==> config.mk <==
export PLATFORM = sky130hd
export DESIGN_NAME = irq_vector_mux
export DESIGN_NICKNAME = d
export VERILOG_FILES = /design/src/rtl/irq_vector_mux.sv
export SDC_FILE = /design/constraint.sdc
export NUM_CORES = 1
export LEC_CHECK = 0
export ABC_AREA = 1
export BUFFER_PORTS_ARGS = -buffer_cell sky130_fd_sc_hd__buf_2
export CAP_MARGIN = 30
export CORE_AREA = 8 8 135 137
export DETAILED_ROUTE_END_ITERATION = 8
export DIE_AREA = 0 0 143 145
export PLACE_DENSITY = 0.85
export SLEW_MARGIN = 30
export SYNTH_ARGS = -nofsm -noshare
export SYNTH_HDL_FRONTEND = slang
export SYNTH_SLANG_ARGS = --single-unit
==> constraint.sdc <==
create_clock -name clk -period 4.95 [get_ports clk]
set_input_delay 1.2375 -clock clk [delete_from_list [all_inputs] [get_ports clk]]
set_output_delay 1.2375 -clock clk [all_outputs]
set_load 0.03 [all_outputs]
==> src/rtl/irq_vector_mux.sv <==
module irq_vector_mux #(
  parameter int NSRC  = 7,
  parameter int SRVW  = 16,
  parameter int PRIOW = 8,
  parameter int LNW   = 3,
  parameter int AW    = 3,
  parameter int DW    = 64
) (
  input  logic               clk,
  input  logic               rst_n,
  input  logic [NSRC-1:0]    src_lvl,
  input  logic               reg_we,
  input  logic [AW-1:0]      reg_idx,
  input  logic [DW-1:0]      reg_wdata,
  output logic [DW-1:0]      reg_rdata,
  output logic [NSRC-2:0]    irq_line,
  output logic               cfg_valid,
  output logic [SRVW-3:0]    cfg_server,
  output logic [PRIOW-1:0]   cfg_prio,
  output logic               wr_err
);
  localparam int NVEC     = NSRC - 1;
  localparam int NLINE    = NVEC;
  localparam int SRV_LSB  = 40;
  localparam int PRIO_LSB = 32;
  localparam int LN_LSB   = 29;
  localparam int PEND_BIT = 24;

  logic [NSRC-1:0]             stat;
  logic [NVEC-1:0][SRVW-1:0]   srv;
  logic [NVEC-1:0][PRIOW-1:0]  prio;
  logic [NVEC-1:0][LNW-1:0]    ln;
  logic [NVEC-1:0]             pend;
  logic [NVEC-1:0]             st_q, st_in, edg, hit, pend_nx;
  logic [NVEC-1:0][PRIOW-1:0]  prio_nx;

  wire              wr_ok  = reg_we && (reg_idx < AW'(NVEC));
  wire [SRVW-1:0]   w_srv  = reg_wdata[SRV_LSB +: SRVW];
  wire [PRIOW-1:0]  w_prio = reg_wdata[PRIO_LSB +: PRIOW];
  wire [LNW-1:0]    w_ln   = reg_wdata[LN_LSB +: LNW];

  for (genvar v = 0; v < NVEC; v++) begin : g_vec
    if (v == 0) begin : g_pair
      assign st_q[v]  = stat[0] | stat[1];
      assign st_in[v] = src_lvl[0] | src_lvl[1];
      assign edg[v]   = |(src_lvl[1:0] ^ stat[1:0]);
    end else begin : g_single
      assign st_q[v]  = stat[v+1];
      assign st_in[v] = src_lvl[v+1];
      assign edg[v]   = src_lvl[v+1] ^ stat[v+1];
    end
    assign hit[v]     = wr_ok && (reg_idx == AW'(v));
    assign prio_nx[v] = hit[v] ? w_prio : prio[v];
    assign pend_nx[v] = edg[v] ? (st_in[v] & ~(&prio_nx[v])) : (pend[v] & ~(&prio_nx[v]));

    always_ff @(posedge clk or negedge rst_n) begin
      if (!rst_n) begin
        srv[v]  <= '0;
        prio[v] <= '1;
        ln[v]   <= LNW'(v);
        pend[v] <= 1'b0;
      end else begin
        if (hit[v]) begin
          srv[v] <= w_srv;
          ln[v]  <= w_ln;
        end
        prio[v] <= prio_nx[v];
        pend[v] <= pend_nx[v];
      end
    end

    p_pend_unmasked_r5: assert property (@(posedge clk) disable iff (!rst_n)
      pend[v] |-> !(&prio[v]));
    p_write_keeps_pend_r7: assert property (@(posedge clk) disable iff (!rst_n)
      (hit[v] && !(&w_prio) && !edg[v]) |=> (pend[v] == $past(pend[v])));
  end

  always_comb begin
    irq_line = '0;
    for (int k = 0; k < NLINE; k++)
      for (int v = 0; v < NVEC; v++)
        if (st_q[v] && ln[v] == LNW'(k)) irq_line[k] = 1'b1;
  end

  always_ff @(posedge clk or negedge rst_n) begin
    if (!rst_n) begin
      stat       <= '0;
      cfg_valid  <= 1'b0;
      cfg_server <= '0;
      cfg_prio   <= '0;
      wr_err     <= 1'b0;
    end else begin
      stat      <= src_lvl;
      wr_err    <= reg_we && !wr_ok;
      cfg_valid <= wr_ok && (w_ln < LNW'(NLINE));
      if (wr_ok && (w_ln < LNW'(NLINE))) begin
        cfg_server <= w_srv[SRVW-1:2];
        cfg_prio   <= w_prio;
      end
    end
  end

  always_comb begin
    reg_rdata = '0;
    if (reg_idx < AW'(NVEC)) begin
      for (int v = 0; v < NVEC; v++)
        if (reg_idx == AW'(v)) begin
          reg_rdata[SRV_LSB +: SRVW]   = srv[v];
          reg_rdata[PRIO_LSB +: PRIOW] = prio[v];
          reg_rdata[LN_LSB +: LNW]     = ln[v];
          reg_rdata[PEND_BIT]          = pend[v];
        end
    end else if (reg_idx == AW'(NVEC)) begin
      reg_rdata[47] = stat[0];
      reg_rdata[46] = stat[1];
      for (int i = 2; i < NSRC; i++) reg_rdata[38-i] = stat[i];
    end
  end

  p_cfg_server_r9: assert property (@(posedge clk) disable iff (!rst_n)
    cfg_valid |-> (cfg_server == $past(reg_wdata[SRV_LSB+SRVW-1:SRV_LSB+2])));
  p_bad_idx_r10: assert property (@(posedge clk) disable iff (!rst_n)
    wr_err |-> ($stable(srv) && $stable(prio) && $stable(ln)));
  p_pair_hold_r6: assert property (@(posedge clk) disable iff (!rst_n)
    ($fell(stat[0]) && stat[1] && (ln[0] < LNW'(NLINE))) |-> |(irq_line & (NLINE'(1) << ln[0])));
endmodule

==> results of run 1 <==
-- cell type report --
class	count	area share [%]
clock buffer	19	4.20
clock inverter	13	1.39
inverter	55	2.03
multi-input combinational	843	36.5
sequential	199	47.9
tap	220	2.61
timing repair buffer	105	5.38
-- cell usage in the layout (no fill, tap or decap), drive strengths merged --
master | synthesis | layout
nand3 | 60 | 60
o31ai | 1 | 1
dfstp | 55 | 55
bufinv | 0 | 2
o22ai | 1 | 1
o21ai | 157 | 157
clkinvlp | 0 | 4
a32oi | 1 | 1
buf | 84 | 104
clkbuf | 15 | 20
conb | 1 | 36
o2111ai | 5 | 5
a31oi | 2 | 2
nand2 | 394 | 394
dfrtp | 144 | 144
nand3b | 1 | 1
nor2 | 92 | 92
inv | 54 | 57
xnor2 | 2 | 2
clkinv | 1 | 5
a21oi | 28 | 28
nand4 | 52 | 52
a22oi | 1 | 1
or2 | 2 | 2
nor3 | 8 | 8
-- flip-flops by register name, indices dropped and copies added, names as in the netlist --
register / flops
ln: 18
cfg_prio: 8
stat: 7
pend: 6
prio: 48
srv: 96
cfg_valid: 1
wr_err: 1
cfg_server: 14
-- worst paths after layout --
check,startpoint,end
setup reg to reg,prio[3],pend[0]
hold reg to reg,prio[38],prio[38]
max in group asynchronous,rst_n,srv[68]
hold / removal,prio[38],prio[38]
min in group asynchronous,rst_n,cfg_prio[7]
setup / recovery,reg_idx[1],reg_rdata[45]
-- cell usage after synthesis, types with 3 or more instances --
cell type,n,share of area (%)
sky130_fd_sc_hd__nand2_1,392,15
sky130_fd_sc_hd__dfrtp_1,144,37
sky130_fd_sc_hd__o21ai_0,141,7.3
sky130_fd_sc_hd__nor2_1,89,3.5
sky130_fd_sc_hd__nand3_1,57,3.0
sky130_fd_sc_hd__dfstp_2,55,15
sky130_fd_sc_hd__inv_1,51,2.0
sky130_fd_sc_hd__nand4_1,49,3.2
sky130_fd_sc_hd__buf_4,42,3.3
sky130_fd_sc_hd__a21oi_1,28,1.5
sky130_fd_sc_hd__buf_2,28,1.5
sky130_fd_sc_hd__clkbuf_1,14,0.55
sky130_fd_sc_hd__o21ai_1,14,0.73
sky130_fd_sc_hd__buf_6,13,1.5
sky130_fd_sc_hd__nor3_1,6,0.31
sky130_fd_sc_hd__o2111ai_1,5,0.46
sky130_fd_sc_hd__inv_4,3,0.20
sky130_fd_sc_hd__nand4_4,3,0.66
sky130_fd_sc_hd__nor2_8,3,0.62
-- stage by stage --
stage | utilization, % | power [W] | setup WS (ns)
floorplan | - | 0.00280 | 1.19
global placement | 61.5 | 0.00303 | 0.593
detailed placement | 61.5 | 0.00308 | 0.604
CTS | 65.1 | 0.00446 | 0.595
global route | 65.2 | 0.00465 | 0.419
finish | 65.2 | 0.00445 | 0.542
-- where the power goes --
group | total (W) | switching [W] | internal (W)
clock | 0.00139 | 0.000623 | 0.000764
combinational | 0.000906 | 0.000641 | 0.000265
sequential | 0.00216 | 0.000188 | 0.00197
total | 0.00445 | 0.00145 | 0.00300
-- critical path: cells and delay by family --
kind | cells | cell delay, ns
buffers and inverters | 4 | 1.41
AND/OR/NAND/NOR | 6 | 0.51
-- logic make-up after synthesis --
family	synth area share (%)
xor gates and xnor gates	0.182
buffers and inverters	9.12
AOI/OAI and AO/OA	10.6
and+or+nand+nor	27.6
other	0.0390
DFF	52.5
-- layer usage --
layer	vias to the layer above	track usage, %
li1	3851	-
met1	3980	32.1
met2	363	38.8
met3	64	5.54
met4	6	10.3
met5	-	0
==> metrics.txt, run 1 <==
# TYPE chip_impl_metric gauge
chip_impl_metric{name="path_clk_slew",unit="ns"} 0.07
chip_impl_metric{name="hold_viol",unit=""} 0
chip_impl_metric{name="timing.final.setup_violations",unit=""} 0
chip_impl_info{name="hold_path_class",value="reg2reg"} 1
chip_impl_metric{name="synth.yosys.seq_area_share",unit="%"} 52.5
chip_impl_metric{name="synth-warning-count",unit=""} 0
chip_impl_info{name="yosys_most_used_dff",value="sky130_fd_sc_hd__dfrtp_1"} 1
chip_impl_metric{name="num_antenna_cells",unit=""} 0
chip_impl_metric{name="worstMarginPinSlew",unit="ns"} 0.901
chip_impl_metric{name="grt_pass1_vias",unit=""} 8159
chip_impl_metric{name="worst-endpoint-required",unit="ns"} 3.71
chip_impl_metric{name="cts-resized-gates",unit=""} 0
chip_impl_metric{name="drtIter0Drc",unit=""} 924
chip_impl_metric{name="layout-drive-gt1-share",unit="%"} 17.1
chip_impl_metric{name="register_area",unit="µm²"} 5050
chip_impl_metric{name="cts_sinks",unit=""} 199
chip_impl_metric{name="clock_latency",unit="ns"} 0.43
chip_impl_metric{name="critical_path_at",unit="ns"} 3.17
chip_impl_metric{name="synth_cells",unit=""} 1161
chip_impl_metric{name="die_area",unit="µm²"} 20700
chip_impl_info{name="critical_path.most_common_cell",value="sky130_fd_sc_hd__nand2_1"} 1
chip_impl_metric{name="initial_core_util",unit="%"} 59.5
chip_impl_metric{name="finClkSkew",unit="ns"} 0.00425
chip_impl_metric{name="detail_route.wl_per_cell",unit="µm"} 17.4
chip_impl_metric{name="cpPeakStageDelay",unit="ns"} 0.50
chip_impl_metric{name="synth.avg_cell_area",unit="µm²"} 8.29
chip_impl_metric{name="detailroute.wirelength.met3",unit="mm"} 2.07
chip_impl_metric{name="m1WireLength",unit="mm"} 10.6
chip_impl_metric{name="cts_made_buffers",unit=""} 17
chip_impl_metric{name="ys_seq_elements",unit=""} 199
chip_impl_metric{name="grt.total_usage",unit="%"} 24.6
chip_impl_metric{name="synthDistinctLibCells",unit=""} 37
chip_impl_metric{name="fp.dieH",unit="µm"} 145
chip_impl_metric{name="antenna_left",unit=""} 0
chip_impl_metric{name="stdcell_count",unit=""} 1454
chip_impl_metric{name="drcViolationCount",unit=""} 0
chip_impl_metric{name="numPlacedInstances",unit=""} 1422
chip_impl_metric{name="area_growth_syn_to_layout",unit="%"} 9.53
chip_impl_metric{name="cts_max_path_buffers",unit=""} 2
chip_impl_metric{name="detail_route.first_pass.iterations",unit=""} 6
chip_impl_metric{name="place.gp.congestion",unit=""} 0.924
chip_impl_metric{name="multi_input_comb_area",unit="µm²"} 3840
chip_impl_metric{name="max_cap_violations",unit=""} 0
chip_impl_metric{name="maximum_number_of_pins_on_one_net_before_global_route_repair",unit=""} 112
chip_impl_metric{name="slew_viol_final",unit=""} 0
chip_impl_metric{name="worstHoldPathCells",unit=""} 2
chip_impl_metric{name="cts_setup_buffers",unit=""} 0
chip_impl_metric{name="avgViaCountPerCell",unit=""} 5.68
chip_impl_metric{name="finalInstanceArea",unit="µm²"} 10500
chip_impl_metric{name="netlist_area",unit="µm²"} 9620
chip_impl_metric{name="detailedPlacementHpwl",unit="mm"} 16.2
chip_impl_metric{name="maxSlewHeadroom",unit="%"} 39.9
chip_impl_metric{name="reg2regPathDepth",unit=""} 5
chip_impl_metric{name="placeableCoreArea",unit="µm²"} 16200
chip_impl_metric{name="cts-htree-levels",unit=""} 4
chip_impl_info{name="grt_setup_unrepaired",value="false"} 1
chip_impl_metric{name="synth_edf_count",unit=""} 0
chip_impl_metric{name="cts_hold_buf",unit=""} 0
chip_impl_metric{name="cellLeakagePower",unit="nW"} 5.18
chip_impl_metric{name="asr_flop_ratio_synth",unit="%"} 100
chip_impl_info{name="crit_path_end_kind",value="output pin"} 1
chip_impl_info{name="status",value="finished clean"} 1
chip_impl_metric{name="vias",unit=""} 8264
chip_impl_info{name="criticalPathCategory",value="in2out"} 1
chip_impl_metric{name="route.met2.wl",unit="mm"} 12.0
chip_impl_metric{name="grt_overflow_total",unit=""} 0
chip_impl_metric{name="path_max_fanout",unit=""} 16
chip_impl_metric{name="tns",unit="ns"} 0
chip_impl_metric{name="port-buffer-count",unit=""} 97
chip_impl_info{name="highest_layer",value="met5"} 1
chip_impl_metric{name="detail_route.wirelength",unit="mm"} 25.3
chip_impl_metric{name="post-route-min-period",unit="ns"} 4.41
chip_impl_metric{name="clock.fmax",unit="MHz"} 227
chip_impl_info{name="critical_path.slowest_cell",value="sky130_fd_sc_hd__clkinv_1"} 1
chip_impl_metric{name="placement_rows",unit=""} 47
chip_impl_metric{name="antenna_violations_before_repair",unit=""} 3
chip_impl_metric{name="fillerInstances",unit=""} 1360
chip_impl_metric{name="detailed_place.area",unit="µm²"} 9940
chip_impl_metric{name="setup.reg_to_reg.worst_slack",unit="ns"} 3.71
chip_impl_metric{name="vdd_ir_drop_max",unit="mV"} 0.283
chip_impl_info{name="cts_tree",value="built"} 1
chip_impl_info{name="clock_root_buffer",value="sky130_fd_sc_hd__clkbuf_16"} 1
chip_impl_metric{name="global_route_wire_length_before_repair",unit="mm"} 40.8
chip_impl_info{name="timing.critical_path.from_type",value="primary input"} 1
chip_impl_metric{name="power_per_cell_area",unit="nW/µm²"} 423
chip_impl_metric{name="hold_ws",unit="ns"} 0.482
chip_impl_metric{name="final_net_count",unit=""} 1298
chip_impl_metric{name="io-pin-count",unit=""} 171
chip_impl_metric{name="period_utilisation_layout",unit="%"} 89.1
chip_impl_metric{name="die_x",unit="µm"} 143
chip_impl_info{name="timing.critical_path.cells",value="buf_2 > nor2_8 > nand2_1 > clkinv_1 > buf_4 > nand2_1 > nand2_1 > nor2_1 > nor2_1 > buf_2"} 1
No activity file was read; power rests on OpenSTA's default activity.
==> run 2, diff against run 1 <==
--- a/config.mk
+++ b/config.mk
@@ -5,13 +5,13 @@
 export SDC_FILE = /design/constraint.sdc
 export NUM_CORES = 1
 export LEC_CHECK = 0
-export ABC_AREA = 1
 export BUFFER_PORTS_ARGS = -buffer_cell sky130_fd_sc_hd__buf_2
 export CAP_MARGIN = 30
-export CORE_AREA = 8 8 135 137
+export CORE_AREA = 8 8 137 139
 export DETAILED_ROUTE_END_ITERATION = 8
-export DIE_AREA = 0 0 143 145
-export PLACE_DENSITY = 0.85
+export DIE_AREA = 0 0 145 147
+export PLACE_DENSITY = 0.84
+export SKIP_CTS_REPAIR_TIMING = 1
 export SLEW_MARGIN = 30
 export SYNTH_ARGS = -nofsm -noshare
 export SYNTH_HDL_FRONTEND = slang
==> run 2 against run 1 <==
  * Wire length decreased by 3.3%
  * Via count decreased by 13%
  * Worst hold slack improved by 0.00092 ns
  * Die area increased by 2.8%
  * Fmax decreased by 3.5%
  * Utilization about the same
  * Critical path type unchanged
  * Non-clock buffer count increased by 6
==> metrics.txt, run 2 <==
# TYPE chip_impl_metric gauge
chip_impl_info{name="status",value="finished clean"} 1
chip_impl_info{name="layout.cells.most_common",value="sky130_fd_sc_hd__nand2_1"} 1
chip_impl_metric{name="grt_overflow_total",unit=""} 0
chip_impl_metric{name="stdcell_count",unit=""} 1170
chip_impl_metric{name="cellLeakagePower",unit="nW"} 4.88
chip_impl_metric{name="yosys.area.top_type_share",unit="%"} 36.4
chip_impl_metric{name="power_per_cell_area",unit="nW/µm²"} 424
chip_impl_metric{name="grt_pass1_vias",unit=""} 7269
chip_impl_info{name="hold_path_class",value="reg2reg"} 1
chip_impl_metric{name="design_power_total",unit="W"} 0.00463
chip_impl_info{name="synth_top_cell_by_area",value="sky130_fd_sc_hd__dfrtp_1"} 1
chip_impl_metric{name="max_cap_violations",unit=""} 0
chip_impl_metric{name="worst-endpoint-required",unit="ns"} 3.71
chip_impl_metric{name="tns",unit="ns"} 0
chip_impl_info{name="clock_root_buffer",value="sky130_fd_sc_hd__clkbuf_16"} 1
chip_impl_metric{name="timing.final.setup_violations",unit=""} 0
chip_impl_metric{name="global_route_wire_length_before_repair",unit="mm"} 39.8
chip_impl_metric{name="die_area",unit="µm²"} 21300
chip_impl_metric{name="hold_ws",unit="ns"} 0.483
chip_impl_metric{name="largest_register_ff_count",unit=""} 96
chip_impl_info{name="yosysMostFrequentCell",value="sky130_fd_sc_hd__nand2_1"} 1
chip_impl_metric{name="synth_cells",unit=""} 851
chip_impl_info{name="synthTopCellsByCount",value="185 x sky130_fd_sc_hd__nand2_1, 144 x sky130_fd_sc_hd__dfrtp_1, 139 x sky130_fd_sc_hd__mux2_2, 55 x sky130_fd_sc_hd__dfstp_2, 46 x sky130_fd_sc_hd__buf_4"} 1
chip_impl_info{name="top_regs",value="srv x96, prio x48, ln x18"} 1
chip_impl_metric{name="die_x",unit="µm"} 145
chip_impl_metric{name="cts_max_path_buffers",unit=""} 2
chip_impl_metric{name="path_clk_slew",unit="ns"} 0.07
chip_impl_metric{name="critical_path_at",unit="ns"} 3.33
chip_impl_metric{name="period_utilisation_layout",unit="%"} 92.3
chip_impl_metric{name="placeableCoreArea",unit="µm²"} 16800
chip_impl_metric{name="antenna_violations_before_repair",unit=""} 2
chip_impl_metric{name="post-route-min-period",unit="ns"} 4.57
chip_impl_metric{name="antenna_left",unit=""} 0
chip_impl_info{name="most-common-layout-cells",value="185 x sky130_fd_sc_hd__nand2_1, 144 x sky130_fd_sc_hd__dfrtp_1, 139 x sky130_fd_sc_hd__mux2_2"} 1
chip_impl_metric{name="path_max_fanout",unit=""} 15
chip_impl_metric{name="final_net_count",unit=""} 1008
chip_impl_info{name="registers.top_by_ff_count",value="srv"} 1
chip_impl_metric{name="area_growth_syn_to_layout",unit="%"} 10.4
chip_impl_info{name="ys_top_cells_by_area",value="sky130_fd_sc_hd__dfrtp_1 36%, sky130_fd_sc_hd__mux2_2 16%, sky130_fd_sc_hd__dfstp_2 15%"} 1
chip_impl_metric{name="finClkSkew",unit="ns"} 0.00503
chip_impl_info{name="criticalPathCategory",value="in2out"} 1
chip_impl_metric{name="synth_edf_count",unit=""} 0
chip_impl_metric{name="synth-warning-count",unit=""} 0
chip_impl_metric{name="numPlacedInstances",unit=""} 1136
chip_impl_metric{name="synth.yosys.seq_area_share",unit="%"} 51.0
chip_impl_metric{name="drcViolationCount",unit=""} 0
chip_impl_metric{name="worstMarginPinSlew",unit="ns"} 0.961
chip_impl_info{name="yosys_most_used_dff",value="sky130_fd_sc_hd__dfrtp_1"} 1
chip_impl_metric{name="avgViaCountPerCell",unit=""} 6.13
chip_impl_metric{name="vdd_ir_drop_max",unit="mV"} 0.287
chip_impl_metric{name="maximum_number_of_pins_on_one_net_before_global_route_repair",unit=""} 108
chip_impl_info{name="crit_path_end_kind",value="output pin"} 1
chip_impl_metric{name="drtIter0Drc",unit=""} 665
chip_impl_metric{name="cts_made_buffers",unit=""} 17
chip_impl_info{name="grt_setup_unrepaired",value="false"} 1
chip_impl_metric{name="layout-drive-gt1-share",unit="%"} 38.0
chip_impl_metric{name="initial_core_util",unit="%"} 59.0
chip_impl_metric{name="detail_route.wirelength",unit="mm"} 24.4
chip_impl_metric{name="ys_seq_elements",unit=""} 199
chip_impl_metric{name="cts_sinks",unit=""} 199
chip_impl_metric{name="synthDistinctLibCells",unit=""} 55
chip_impl_info{name="cts_tree",value="built"} 1
chip_impl_metric{name="maxSlewHeadroom",unit="%"} 36.0
chip_impl_metric{name="detail_route.first_pass.iterations",unit=""} 5
chip_impl_info{name="timing.critical_path.from_type",value="primary input"} 1
chip_impl_metric{name="slew_viol_final",unit=""} 0
chip_impl_metric{name="placement_rows",unit=""} 48
chip_impl_metric{name="port-buffer-count",unit=""} 97
chip_impl_metric{name="grt.total_usage",unit="%"} 23.4
chip_impl_metric{name="clock_latency",unit="ns"} 0.43
chip_impl_metric{name="clock.fmax",unit="MHz"} 219
chip_impl_metric{name="detailedPlacementHpwl",unit="mm"} 15.6
chip_impl_metric{name="vias",unit=""} 7168
chip_impl_metric{name="fillerInstances",unit=""} 1241
chip_impl_metric{name="io-pin-count",unit=""} 171
chip_impl_metric{name="fp.dieH",unit="µm"} 147
chip_impl_metric{name="hold_viol",unit=""} 0
chip_impl_metric{name="detail_route.wl_per_cell",unit="µm"} 20.9
chip_impl_metric{name="cts-htree-levels",unit=""} 4
chip_impl_metric{name="asr_flop_ratio_synth",unit="%"} 100
chip_impl_metric{name="synth.avg_cell_area",unit="µm²"} 11.6
chip_impl_metric{name="netlist_area",unit="µm²"} 9890
chip_impl_metric{name="place.gp.congestion",unit=""} 0.916
-- run 2: per-layer routing --
layer	vias to the layer above	share of wire (%)	GRT usage (%)
met2	334	47	36.2
met1	3631	42	31.2
met3	52	7.8	5.57
li1	3151	-	-
met4	0	3.0	9.99
met5	-	0	0
-- run 2: path summary, 6_finish.rpt --
kind                                       to       start  cells after the start  slack (ns)
worst min register to register        srv[49]     srv[49]                      2        0.48
min in group asynchronous             pend[0]       rst_n                      1        0.91
worst max register to register        pend[4]    prio[32]                      3        3.67
max in group asynchronous             prio[9]       rst_n                      2        3.06
worst max-delay path            reg_rdata[54]  reg_idx[1]                      5        0.38
worst min-delay path                  srv[49]     srv[49]                      2        0.48
-- run 2: kinds of logic after synthesis --
| group | after synthesis | share of synthesized area [%] |
|---|---|---|
| buffers and inverters | 92 | 6.21 |
| other | 1 | 0.0379 |
| DFF | 199 | 51.0 |
| AOI/OAI and AO/OA | 111 | 7.62 |
| and+or+nand+nor | 270 | 13.4 |
| muxes | 178 | 21.7 |
-- run 2: layout make-up --
type | instances | area, µm² | share of cell area (%)
flip-flops and latches | 199 | 5050 | 46.2
multi-input cells | 595 | 4360 | 39.9
repair buffers | 111 | 656 | 6.00
clock buffers | 19 | 443 | 4.06
well taps | 225 | 282 | 2.58
clock inverters | 12 | 103 | 0.939
inverters | 7 | 26.3 | 0.241
diodes | 2 | 5.00 | 0.0458
-- run 2: worst max-delay path, stage by stage --
cell and delay [ns]:
sky130_fd_sc_hd__buf_2 0.32, sky130_fd_sc_hd__clkinv_1 0.47, sky130_fd_sc_hd__nand2_1 0.78, sky130_fd_sc_hd__o21ai_0 0.27, sky130_fd_sc_hd__buf_2 0.24
-- run 2: stage by stage --
stage / utilization [%] / setup slack (ns) / area (µm²)
finish: 65.2 / 0.383 / 10900
global route: 65.2 / 0.263 / 10900
CTS: 65.1 / 0.381 / 10900
detailed placement: 61.8 / 0.388 / 10400
global placement: 61.8 / 0.462 / 10400
floorplan: - / 0.961 / 10000
-- run 2: report_power, final --
group	total [W]	leakage (nW)	switching [W]	internal [W]
combinational	0.00106	2.30	0.000595	0.000462
sequential	0.00227	2.31	0.000251	0.00201
clock	0.00131	0.263	0.000605	0.000702
total	0.00463	4.88	0.00145	0.00318
